$ cat src/rtl/evt_timer16_pkg.sv
package evt_timer16_pkg;

   typedef enum logic [1:0] {
      MODE_OFF   = 2'b00,
      MODE_EVENT = 2'b01,
      MODE_TIMER = 2'b10,
      MODE_PULSE = 2'b11
   } tmr_mode_e;

   // Control byte layout (software-visible positions)
   localparam int CTL_MODE_HI = 7;
   localparam int CTL_MODE_LO = 6;
   localparam int CTL_RUN     = 4;
   localparam int CTL_EDGE    = 3;
   localparam logic [7:0] CTL_MASK = 8'hD8;

   function automatic tmr_mode_e ctl_mode(input logic [7:0] c);
      return tmr_mode_e'(c[CTL_MODE_HI:CTL_MODE_LO]);
   endfunction

endpackage

$ cat src/rtl/evt_sync_edge.sv
module evt_sync_edge #(
   parameter int STAGES = 2
) (
   input  logic clk,
   input  logic rst_n,
   input  logic din,
   input  logic fall_sel,
   output logic lvl,
   output logic act_lvl,
   output logic hit,
   output logic rel
);

   logic [STAGES-1:0] chain_q;
   logic              prev_q;
   logic              rise_w;
   logic              fall_w;

   always_ff @(posedge clk) begin
      if (!rst_n) begin
         chain_q <= '0;
         prev_q  <= 1'b0;
      end else begin
         chain_q <= {chain_q[STAGES-2:0], din};
         prev_q  <= chain_q[STAGES-1];
      end
   end

   always_comb begin
      lvl     = chain_q[STAGES-1];
      rise_w  = lvl & ~prev_q;
      fall_w  = ~lvl & prev_q;
      hit     = fall_sel ? fall_w : rise_w;
      rel     = fall_sel ? rise_w : fall_w;
      act_lvl = lvl ^ fall_sel;
   end

endmodule

$ cat src/rtl/evt_regif.sv
module evt_regif
   import evt_timer16_pkg::*;
#(
   parameter int BUS_W  = 8,
   parameter int ADDR_W = 2,
   parameter logic [ADDR_W-1:0] A_HI  = 0,
   parameter logic [ADDR_W-1:0] A_LO  = 1,
   parameter logic [ADDR_W-1:0] A_CTL = 2,
   localparam int CNT_W = 2 * BUS_W
) (
   input  logic              clk,
   input  logic              rst_n,
   input  logic [ADDR_W-1:0] addr,
   input  logic              wr,
   input  logic              rd,
   input  logic [BUS_W-1:0]  wdata,
   output logic [BUS_W-1:0]  rdata,
   input  logic [CNT_W-1:0]  cnt,
   input  logic              pw_done,
   output logic [CNT_W-1:0]  preload,
   output logic [BUS_W-1:0]  hold,
   output logic [7:0]        ctl,
   output logic              load,
   output logic [CNT_W-1:0]  load_val
);

   logic wr_hi, wr_lo, wr_ctl, rd_hi;

   always_comb begin
      wr_hi    = wr && (addr == A_HI);
      wr_lo    = wr && (addr == A_LO);
      wr_ctl   = wr && (addr == A_CTL);
      rd_hi    = rd && (addr == A_HI);
      load_val = {wdata, hold};
      load     = wr_hi && !ctl[CTL_RUN];
   end

   // holding register: bus writes of the low byte, snapshot on high read
   always_ff @(posedge clk) begin
      if (!rst_n)     hold <= '0;
      else if (wr_lo) hold <= wdata;
      else if (rd_hi) hold <= cnt[BUS_W-1:0];
   end

   always_ff @(posedge clk) begin
      if (!rst_n)     preload <= '0;
      else if (wr_hi) preload <= load_val;
   end

   // control: software write has priority over the hardware run clear
   always_ff @(posedge clk) begin
      if (!rst_n)
         ctl <= '0;
      else if (wr_ctl)
         ctl <= wdata[7:0] & CTL_MASK;
      else if (pw_done)
         ctl[CTL_RUN] <= 1'b0;
   end

   always_comb begin
      rdata = '0;
      if (addr == A_HI)       rdata = cnt[CNT_W-1:BUS_W];
      else if (addr == A_LO)  rdata = hold;
      else if (addr == A_CTL) rdata = ctl;
   end

endmodule

$ cat src/rtl/evt_count_core.sv
module evt_count_core
   import evt_timer16_pkg::*;
#(
   parameter int CNT_W = 16
) (
   input  logic             clk,
   input  logic             rst_n,
   input  logic             tick,
   input  tmr_mode_e        mode,
   input  logic             run,
   input  logic             hit,
   input  logic             rel,
   input  logic             act_lvl,
   input  logic             load,
   input  logic [CNT_W-1:0] load_val,
   input  logic [CNT_W-1:0] preload,
   output logic [CNT_W-1:0] cnt,
   output logic             wrap_q,
   output logic             pw_done
);

   logic pw_meas_q;
   logic adv;
   logic at_top;

   always_comb begin
      adv = 1'b0;
      unique case (mode)
         MODE_TIMER: adv = tick;
         MODE_EVENT: adv = hit;
         MODE_PULSE: adv = pw_meas_q && act_lvl && tick;
         default:    adv = 1'b0;
      endcase
      adv     = adv && run;
      at_top  = &cnt;
      pw_done = run && (mode == MODE_PULSE) && pw_meas_q && rel;
   end

   // pulse-width phase: waiting for active edge vs measuring
   always_ff @(posedge clk) begin
      if (!rst_n)
         pw_meas_q <= 1'b0;
      else if (!run || mode != MODE_PULSE || pw_done)
         pw_meas_q <= 1'b0;
      else if (hit)
         pw_meas_q <= 1'b1;
   end

   always_ff @(posedge clk) begin
      if (!rst_n) begin
         cnt    <= '0;
         wrap_q <= 1'b0;
      end else begin
         wrap_q <= adv && at_top;
         if (load)
            cnt <= load_val;
         else if (adv)
            cnt <= at_top ? preload : cnt + 1'b1;
      end
   end

endmodule

$ cat src/rtl/evt_timer16.sv
module evt_timer16
   import evt_timer16_pkg::*;
#(
   parameter int BUS_W       = 8,
   parameter int ADDR_W      = 2,
   parameter int SYNC_STAGES = 2,
   parameter logic [ADDR_W-1:0] A_HI  = 0,
   parameter logic [ADDR_W-1:0] A_LO  = 1,
   parameter logic [ADDR_W-1:0] A_CTL = 2
) (
   input  logic              clk,
   input  logic              rst_n,
   input  logic              tick_i,
   input  logic              ext_i,
   input  logic [ADDR_W-1:0] bus_addr,
   input  logic              bus_wr,
   input  logic              bus_rd,
   input  logic [BUS_W-1:0]  bus_wdata,
   output logic [BUS_W-1:0]  bus_rdata,
   output logic              irq_o
);

   localparam int CNT_W = 2 * BUS_W;

   generate
      if (BUS_W != 8) begin : g_bad_bus
         $error("evt_timer16: control layout needs an 8-bit bus");
      end
      if (SYNC_STAGES < 2) begin : g_bad_sync
         $error("evt_timer16: at least two synchronizer stages required");
      end
      if (A_HI == A_LO || A_HI == A_CTL || A_LO == A_CTL) begin : g_bad_map
         $error("evt_timer16: register addresses must be distinct");
      end
   endgenerate

   logic [CNT_W-1:0] cnt_val;
   logic [CNT_W-1:0] preload_val;
   logic [CNT_W-1:0] load_val;
   logic [BUS_W-1:0] hold_val;
   logic [7:0]       ctl_val;
   logic             load;
   logic             pw_done;
   logic             ext_lvl, ext_act, ext_hit, ext_rel;
   logic             run_bit;
   tmr_mode_e        mode_val;

   always_comb begin
      run_bit  = ctl_val[CTL_RUN];
      mode_val = ctl_mode(ctl_val);
   end

   evt_sync_edge #(.STAGES(SYNC_STAGES)) u_sync (
      .clk      (clk),
      .rst_n    (rst_n),
      .din      (ext_i),
      .fall_sel (ctl_val[CTL_EDGE]),
      .lvl      (ext_lvl),
      .act_lvl  (ext_act),
      .hit      (ext_hit),
      .rel      (ext_rel)
   );

   evt_regif #(
      .BUS_W (BUS_W), .ADDR_W (ADDR_W),
      .A_HI (A_HI), .A_LO (A_LO), .A_CTL (A_CTL)
   ) u_regs (
      .clk      (clk),
      .rst_n    (rst_n),
      .addr     (bus_addr),
      .wr       (bus_wr),
      .rd       (bus_rd),
      .wdata    (bus_wdata),
      .rdata    (bus_rdata),
      .cnt      (cnt_val),
      .pw_done  (pw_done),
      .preload  (preload_val),
      .hold     (hold_val),
      .ctl      (ctl_val),
      .load     (load),
      .load_val (load_val)
   );

   evt_count_core #(.CNT_W(CNT_W)) u_core (
      .clk      (clk),
      .rst_n    (rst_n),
      .tick     (tick_i),
      .mode     (mode_val),
      .run      (run_bit),
      .hit      (ext_hit),
      .rel      (ext_rel),
      .act_lvl  (ext_act),
      .load     (load),
      .load_val (load_val),
      .preload  (preload_val),
      .cnt      (cnt_val),
      .wrap_q   (irq_o),
      .pw_done  (pw_done)
   );

   logic unused_lvl;
   assign unused_lvl = ext_lvl;

endmodule

$ cat config.mk
export PLATFORM = sky130hd
export DESIGN_NAME = evt_timer16
export DESIGN_NICKNAME = d
export VERILOG_FILES = /design/src/rtl/evt_timer16_pkg.sv /design/src/rtl/evt_sync_edge.sv /design/src/rtl/evt_regif.sv /design/src/rtl/evt_count_core.sv /design/src/rtl/evt_timer16.sv
export SDC_FILE = /design/constraint.sdc
export NUM_CORES = 1
export LEC_CHECK = 0
export ABC_AREA = 1
export BUFFER_PORTS_ARGS = -buffer_cell sky130_fd_sc_hd__buf_2
export CELL_PAD_IN_SITES_DETAIL_PLACEMENT = 2
export CELL_PAD_IN_SITES_GLOBAL_PLACEMENT = 2
export CORE_MARGIN = 10
export CORE_UTILIZATION = 31
export CTS_CLUSTER_SIZE = 25
export DETAILED_ROUTE_END_ITERATION = 10
export GPL_ROUTABILITY_DRIVEN = 0
export PLACE_DENSITY = 0.86
export REMOVE_ABC_BUFFERS = 1
export SYNTH_ARGS = -nofsm -noshare
export SYNTH_HDL_FRONTEND = slang
export SYNTH_HIERARCHICAL = 1
export SYNTH_SLANG_ARGS = --single-unit
$ cat constraint.sdc
create_clock -name clk -period 1.64 [get_ports clk]
set_input_delay 0.082 -clock clk [delete_from_list [all_inputs] [get_ports clk]]
set_output_delay 0.082 -clock clk [all_outputs]
set_load 0.05 [all_outputs]
==> results of run 1 <==
power breakdown:
part           internal, µW  total [µW]  switching, µW
Clock                   499         982            483
Sequential             1230        1270           45.4
Combinational           142         449            307
final cells by class:
cell class | instances | share of cell area (%)
Clock inverter | 1 | 0.764
Timing Repair inverter | 2 | 0.573
Sequential cell | 49 | 25.4
Tap cell | 133 | 4.24
Timing Repair Buffer | 69 | 12.7
Multi-Input combinational cell | 344 | 50.9
Clock buffer | 7 | 2.20
Inverter | 30 | 3.28
per-stage QoR:
step                setup WS (ns)  TNS [ns]
floorplan                 -0.0814    -0.989
global placement           0.0548         0
detailed placement         -0.115    -0.902
CTS                        0.0114         0
global route               -0.132     -1.25
finish                    -0.0755    -0.334
timing repair:
action / CTS / global route
endpoints found under the setup margin: 16 / 15
resized for setup: 12 / 53
hold buffers: 1 / 0
hold endpoints to repair: 1 / 0
setup buffers: 1 / 6
cloned: 0 / 2
pin swaps: 2 / 11
worst reg2reg max path, cell delays in order, from the launching register on:
cell and delay, ns:
sky130_fd_sc_hd__dfxtp_4 0.38, sky130_fd_sc_hd__ha_4 0.14, sky130_fd_sc_hd__nand2_4 0.09, sky130_fd_sc_hd__nor3_4 0.27
sky130_fd_sc_hd__nand2_4 0.12, sky130_fd_sc_hd__buf_4 0.16, sky130_fd_sc_hd__nand3_1 0.08, sky130_fd_sc_hd__nand3_1 0.15
sky130_fd_sc_hd__nand2_1 0.14, sky130_fd_sc_hd__a21oi_2 0.06
worst max path at each step:
| stage | endpoint | slack [ns] | cells after the start |
|---|---|---|---|
| floorplan | u_core/cnt[2]$_SDFFE_PN0P_ | -0.08 | 8 |
| CTS | u_core/cnt[1]$_SDFFE_PN0P_ | 0.01 | 10 |
| global route | u_core/cnt[0]$_SDFFE_PN0P_ | -0.13 | 10 |
| finish | u_core/cnt[3]$_SDFFE_PN0P_ | -0.08 | 9 |
| detailed placement | u_core/cnt[9]$_SDFFE_PN0P_ | -0.11 | 10 |
| global placement | u_core/cnt[14]$_SDFFE_PN0P_ | 0.05 | 11 |
sequential cells by signal, indices dropped and copies added (netlist names):
| register | count |
|---|---|
| u_core/cnt | 16 |
| u_core/pw_meas_q | 1 |
| u_core/wrap_q | 1 |
| u_regs/ctl | 4 |
| u_regs/hold | 8 |
| u_regs/preload | 16 |
| u_sync/chain_q | 2 |
| u_sync/prev_q | 1 |
per-layer routing:
metal	global-route usage, %	routed length (µm)
met1	20.2	6330
met3	2.56	661
met5	0	0
met2	32.8	7950
met4	8.22	788
==> flow_summary.ini, run 1 <==
[cells_and_area]
area_growth_syn_to_layout_pct = 24.8
layout.area.seq_um2 = 996
antenna-diode-count = 0
fill_cells = 1182
layout.nets = 518
mostFrequentLayoutCell = sky130_fd_sc_hd__nand2_1
final_core_occ_pct = 40.0
multiInputGateArea_um2 = 2000
layout.cells.most_common_list = 92 x sky130_fd_sc_hd__nand2_1, 66 x sky130_fd_sc_hd__nor2_1, 41 x sky130_fd_sc_hd__buf_4, 41 x sky130_fd_sc_hd__dfxtp_1, 36 x sky130_fd_sc_hd__nand3_1
instances_no_fill = 635
fin_area_um2 = 3930
layout-drive-gt1-share_pct = 35.3

[die]
core_um2 = 9820
die-height_um = 121
dieArea_um2 = 14600
die_w_um = 121
floorplan.io_pins = 25
floorplan.initialDensity_pct = 32.1
fp-row-count = 36

[global_routing]
grt_overflow_total = 0
antenna_found_initial = 0
grt_pass1_vias = 3666
groute.usage.overall_pct = 18.0
grt_pass1_wl_mm = 20.6
maximum_number_of_pins_on_one_net_before_global_route_repair = 29

[placement]
placedInstanceArea_um2 = 3490
hpwlAfterDp_mm = 9.21
dp_cells = 617
port-buffer-count = 24

[worst_setup_path]
worstSetupStartpoint = u_core/cnt[0]$_SDFFE_PN0P_
cp_slowest_cell = sky130_fd_sc_hd__dfxtp_4
r2r-start = u_core/cnt[0]$_SDFFE_PN0P_
critical_path_arrival_ns = 1.92
critical_path_class = reg -> reg
setup.reg_to_reg.worst_slack_ns = -0.08
cp_slowest_stage_delay_ns = 0.38
cp.required_ns = 1.84
timing.critical_path.max_delay_family = simple AND/OR/NAND/NOR gates
setup.worst_path.end_class = flip-flop
ff2ff_path_depth = 9
cp.buffers_inverters = 1
critical_path.reg2reg.endpoint = u_core/cnt[3]$_SDFFE_PN0P_
worst_setup_path_start_kind = flip-flop
crit_path_cell_trace = ha_4 -> nand2_4 -> nor3_4 -> nand2_4 -> buf_4 -> nand3_1 -> nand3_1 -> nand2_1 -> a21oi_2
cp_max_fo = 4

[sta]
whs_ns = 0.0706
timing.final.crit_share_pct = 105
slew_headroom_pct = 67.9
clock-skew-final_ns = 0.0140
timing.final.max_slew_violations = 0
setup_repair_after_global_routing_missed_its_margin = true
achievable-frequency_ghz = 0.583
worst_pin_slew_ns = 0.482
report.final.hold_viol_count = 0
setup_viol = 10
finalCriticalPeriod_ns = 1.72
fin_ws_ns = -0.0755

[pwr]
cellLeakagePower_uw = 0.00182
total_power_uw = 2710
ir_worst_vdd_mv = 0.293
p_per_area_nw_per_um2 = 689

[routing]
drt_pass1_iterations = 5
post_drt_wl_per_cell_um = 24.8
detailedRoute.firstIterationViolations = 185
viasPerCell = 5.53
antenna_violating_nets_post_route = 0
totalWireLength_mm = 15.7
vias = 3510
drc = 0

[logic_synthesis]
netlist_instances = 454
yosysWarnings = 6
netlist_area_um2 = 3150
avg_synthesized_cell_area_um2 = 6.94

[cts]
cts_inserted_buffers = 5
root_buffer = sky130_fd_sc_hd__clkbuf_8
cts_tree = yes
ctsHtreeMaxLevel = 2
clock_latency_ns = 0.33
cts.path.max_buffers = 2
tritoncts_num_sinks = 49
clk_transition_reported_paths_ns = 0.10

[min_path]
whs_path_depth = 3
hold-path-endpoint = u_regs/ctl[3]$_SDFFE_PN0P_
hold_path.startpoint = bus_wdata[3]
hold_class = in -> reg

[outcome]
status = finished with violations
violations = negative setup slack

[run]
max_cap_viol_count = 0
Note: power is estimated with default switching activity, not from simulation.
==> run 2, diff against run 1 <==
--- a/config.mk
+++ b/config.mk
@@ -5,16 +5,15 @@
 export SDC_FILE = /design/constraint.sdc
 export NUM_CORES = 1
 export LEC_CHECK = 0
-export ABC_AREA = 1
 export BUFFER_PORTS_ARGS = -buffer_cell sky130_fd_sc_hd__buf_2
 export CELL_PAD_IN_SITES_DETAIL_PLACEMENT = 2
 export CELL_PAD_IN_SITES_GLOBAL_PLACEMENT = 2
 export CORE_MARGIN = 10
-export CORE_UTILIZATION = 31
+export CORE_UTILIZATION = 33
 export CTS_CLUSTER_SIZE = 25
 export DETAILED_ROUTE_END_ITERATION = 10
 export GPL_ROUTABILITY_DRIVEN = 0
-export PLACE_DENSITY = 0.86
+export PLACE_DENSITY = 0.85
 export REMOVE_ABC_BUFFERS = 1
 export SYNTH_ARGS = -nofsm -noshare
 export SYNTH_HDL_FRONTEND = slang
==> flow_summary.ini, run 2 <==
[outcome]
status = finished with violations
violations = negative setup slack

[placement]
port-buffer-count = 24
placedInstanceArea_um2 = 3220
hpwlAfterDp_mm = 7.93

[routing]
drc = 0
post_drt_wl_per_cell_um = 30.5
antenna_violating_nets_post_route = 0
viasPerCell = 6.12
drt_pass1_iterations = 4
totalWireLength_mm = 14.8
detailedRoute.firstIterationViolations = 279
vias = 2973

[worst_setup_path]
cp_max_fo = 8
critical_path_arrival_ns = 2.22
critical_path_class = reg -> reg
r2r-start = u_core/cnt[2]$_SDFFE_PN0P_
ff2ff_path_depth = 6
worst_setup_path_start_kind = flip-flop
cp.required_ns = 1.82
setup.worst_path.end_class = flip-flop
setup.reg_to_reg.worst_slack_ns = -0.39
critical_path.reg2reg.endpoint = u_core/cnt[9]$_SDFFE_PN0P_

[die]
die-height_um = 112
core_um2 = 8260
fp-row-count = 33
floorplan.initialDensity_pct = 34.0
die_w_um = 112
floorplan.io_pins = 25
dieArea_um2 = 12600

[cells_and_area]
mostFrequentLayoutCell = sky130_fd_sc_hd__buf_4
area_growth_syn_to_layout_pct = 35.0
fill_cells = 870
layout.nets = 398
fin_area_um2 = 3790
layout-drive-gt1-share_pct = 39.4
layout.cells.most_common_list = 48 x sky130_fd_sc_hd__buf_4, 39 x sky130_fd_sc_hd__dfxtp_1, 31 x sky130_fd_sc_hd__mux2i_1
multiInputGateArea_um2 = 1830
top_regs = u_core/cnt: 16 flops, u_regs/preload: 16 flops, u_regs/hold: 8 flops
layout.area.seq_um2 = 996
antenna-diode-count = 0
final_core_occ_pct = 45.9

[run]
max_cap_viol_count = 0

[global_routing]
antenna_found_initial = 0
maximum_number_of_pins_on_one_net_before_global_route_repair = 26
grt_pass1_wl_mm = 20.0
grt_overflow_total = 0
grt_pass1_vias = 3241
groute.usage.overall_pct = 20.2

[pwr]
p_per_area_nw_per_um2 = 659
cellLeakagePower_uw = 0.00148
ir_worst_vdd_mv = 0.360

[logic_synthesis]
netlist_instances = 317
avg_synthesized_cell_area_um2 = 8.85
netlist_area_um2 = 2810
yosysWarnings = 6

[sta]
timing.final.max_slew_violations = 0
report.final.hold_viol_count = 0
setup_repair_after_global_routing_missed_its_margin = true
fin_ws_ns = -0.392
timing.final.crit_share_pct = 124
worst_pin_slew_ns = 0.475
fin_setup_tns_ns = -4.03
achievable-frequency_ghz = 0.492
setup_viol = 17
finalCriticalPeriod_ns = 2.03
whs_ns = 0.0898
slew_headroom_pct = 68.1
clock-skew-final_ns = 0.0121

[cts]
tritoncts_num_sinks = 49
root_buffer = sky130_fd_sc_hd__clkbuf_8
ctsHtreeMaxLevel = 2
cts_inserted_buffers = 5
clk_transition_reported_paths_ns = 0.09
cts_tree = yes
cts.path.max_buffers = 2
clock_latency_ns = 0.31

[min_path]
hold-path-endpoint = u_regs/preload[10]$_SDFFE_PN0P_
hold_class = in -> reg
hold_path.startpoint = bus_wdata[2]
whs_path_depth = 3
[run 2: through the flow]
stage | setup WS [ns] | cells | total power, µW
2_1_floorplan | -1.17 | 284 | 1470
3_5_place_dp | -0.256 | 459 | 1670
6_report | -0.392 | 486 | 2490
4_1_cts | -0.0275 | 474 | 2430
5_1_grt | -0.378 | 486 | 2580
3_3_place_gp | -0.122 | 459 | 1640
[run 2: critical path: stages (launching register included)]
cell	delay (ns)
sky130_fd_sc_hd__dfxtp_1	0.50
sky130_fd_sc_hd__nand3_4	0.16
sky130_fd_sc_hd__nor4_4	0.41
sky130_fd_sc_hd__buf_4	0.23
sky130_fd_sc_hd__nand2_8	0.09
sky130_fd_sc_hd__mux2i_1	0.17
sky130_fd_sc_hd__a211oi_1	0.33
[run 2: how the worst max path moves through the flow]
stage	startpoint	endpoint	slack [ns]	depth (start not counted)
floorplan	bus_addr[0]	u_core/cnt[15]$_SDFFE_PN0P_	-1.17	6
global placement	u_regs/ctl[4]$_SDFFE_PN0P_	u_core/cnt[4]$_SDFFE_PN0P_	-0.12	6
detailed placement	u_core/cnt[0]$_SDFFE_PN0P_	u_core/cnt[15]$_SDFFE_PN0P_	-0.26	6
CTS	u_core/cnt[0]$_SDFFE_PN0P_	u_core/cnt[7]$_SDFFE_PN0P_	-0.03	7
global route	u_core/cnt[2]$_SDFFE_PN0P_	u_core/cnt[9]$_SDFFE_PN0P_	-0.38	6
finish	u_core/cnt[2]$_SDFFE_PN0P_	u_core/cnt[9]$_SDFFE_PN0P_	-0.39	6
[run 2: final cells by class]
cell class	count	share of cell area, %
multi-input combinational	230	48.4
sequential	49	26.3
timing repair buffer	90	19.1
tap	105	3.47
clock buffer	7	2.28
inverter	5	0.496
[run 2: per-layer routing]
layer  global-route usage [%]  wire (µm)  up-vias
met1                     22.1       5880     1561
met3                     4.69        879       42
met5                        0          0        -
li1                         -          -     1255
met4                     8.97        598        0
met2                     36.2       7470      115
[run 2: what timing repair did]
item                                    CTS  global route
resized for setup                        31            54
pin swaps                                16            14
hold endpoints to repair                  1             0
buffers inserted                          8            13
endpoints found under the setup margin   17            18
hold buffers                              1             0
[run 2: where the power goes]
| part | switching (µW) | internal [µW] | total (µW) |
|---|---|---|---|
| sequential | 56.4 | 1230 | 1290 |
| clock | 422 | 336 | 758 |
| combinational | 275 | 170 | 446 |
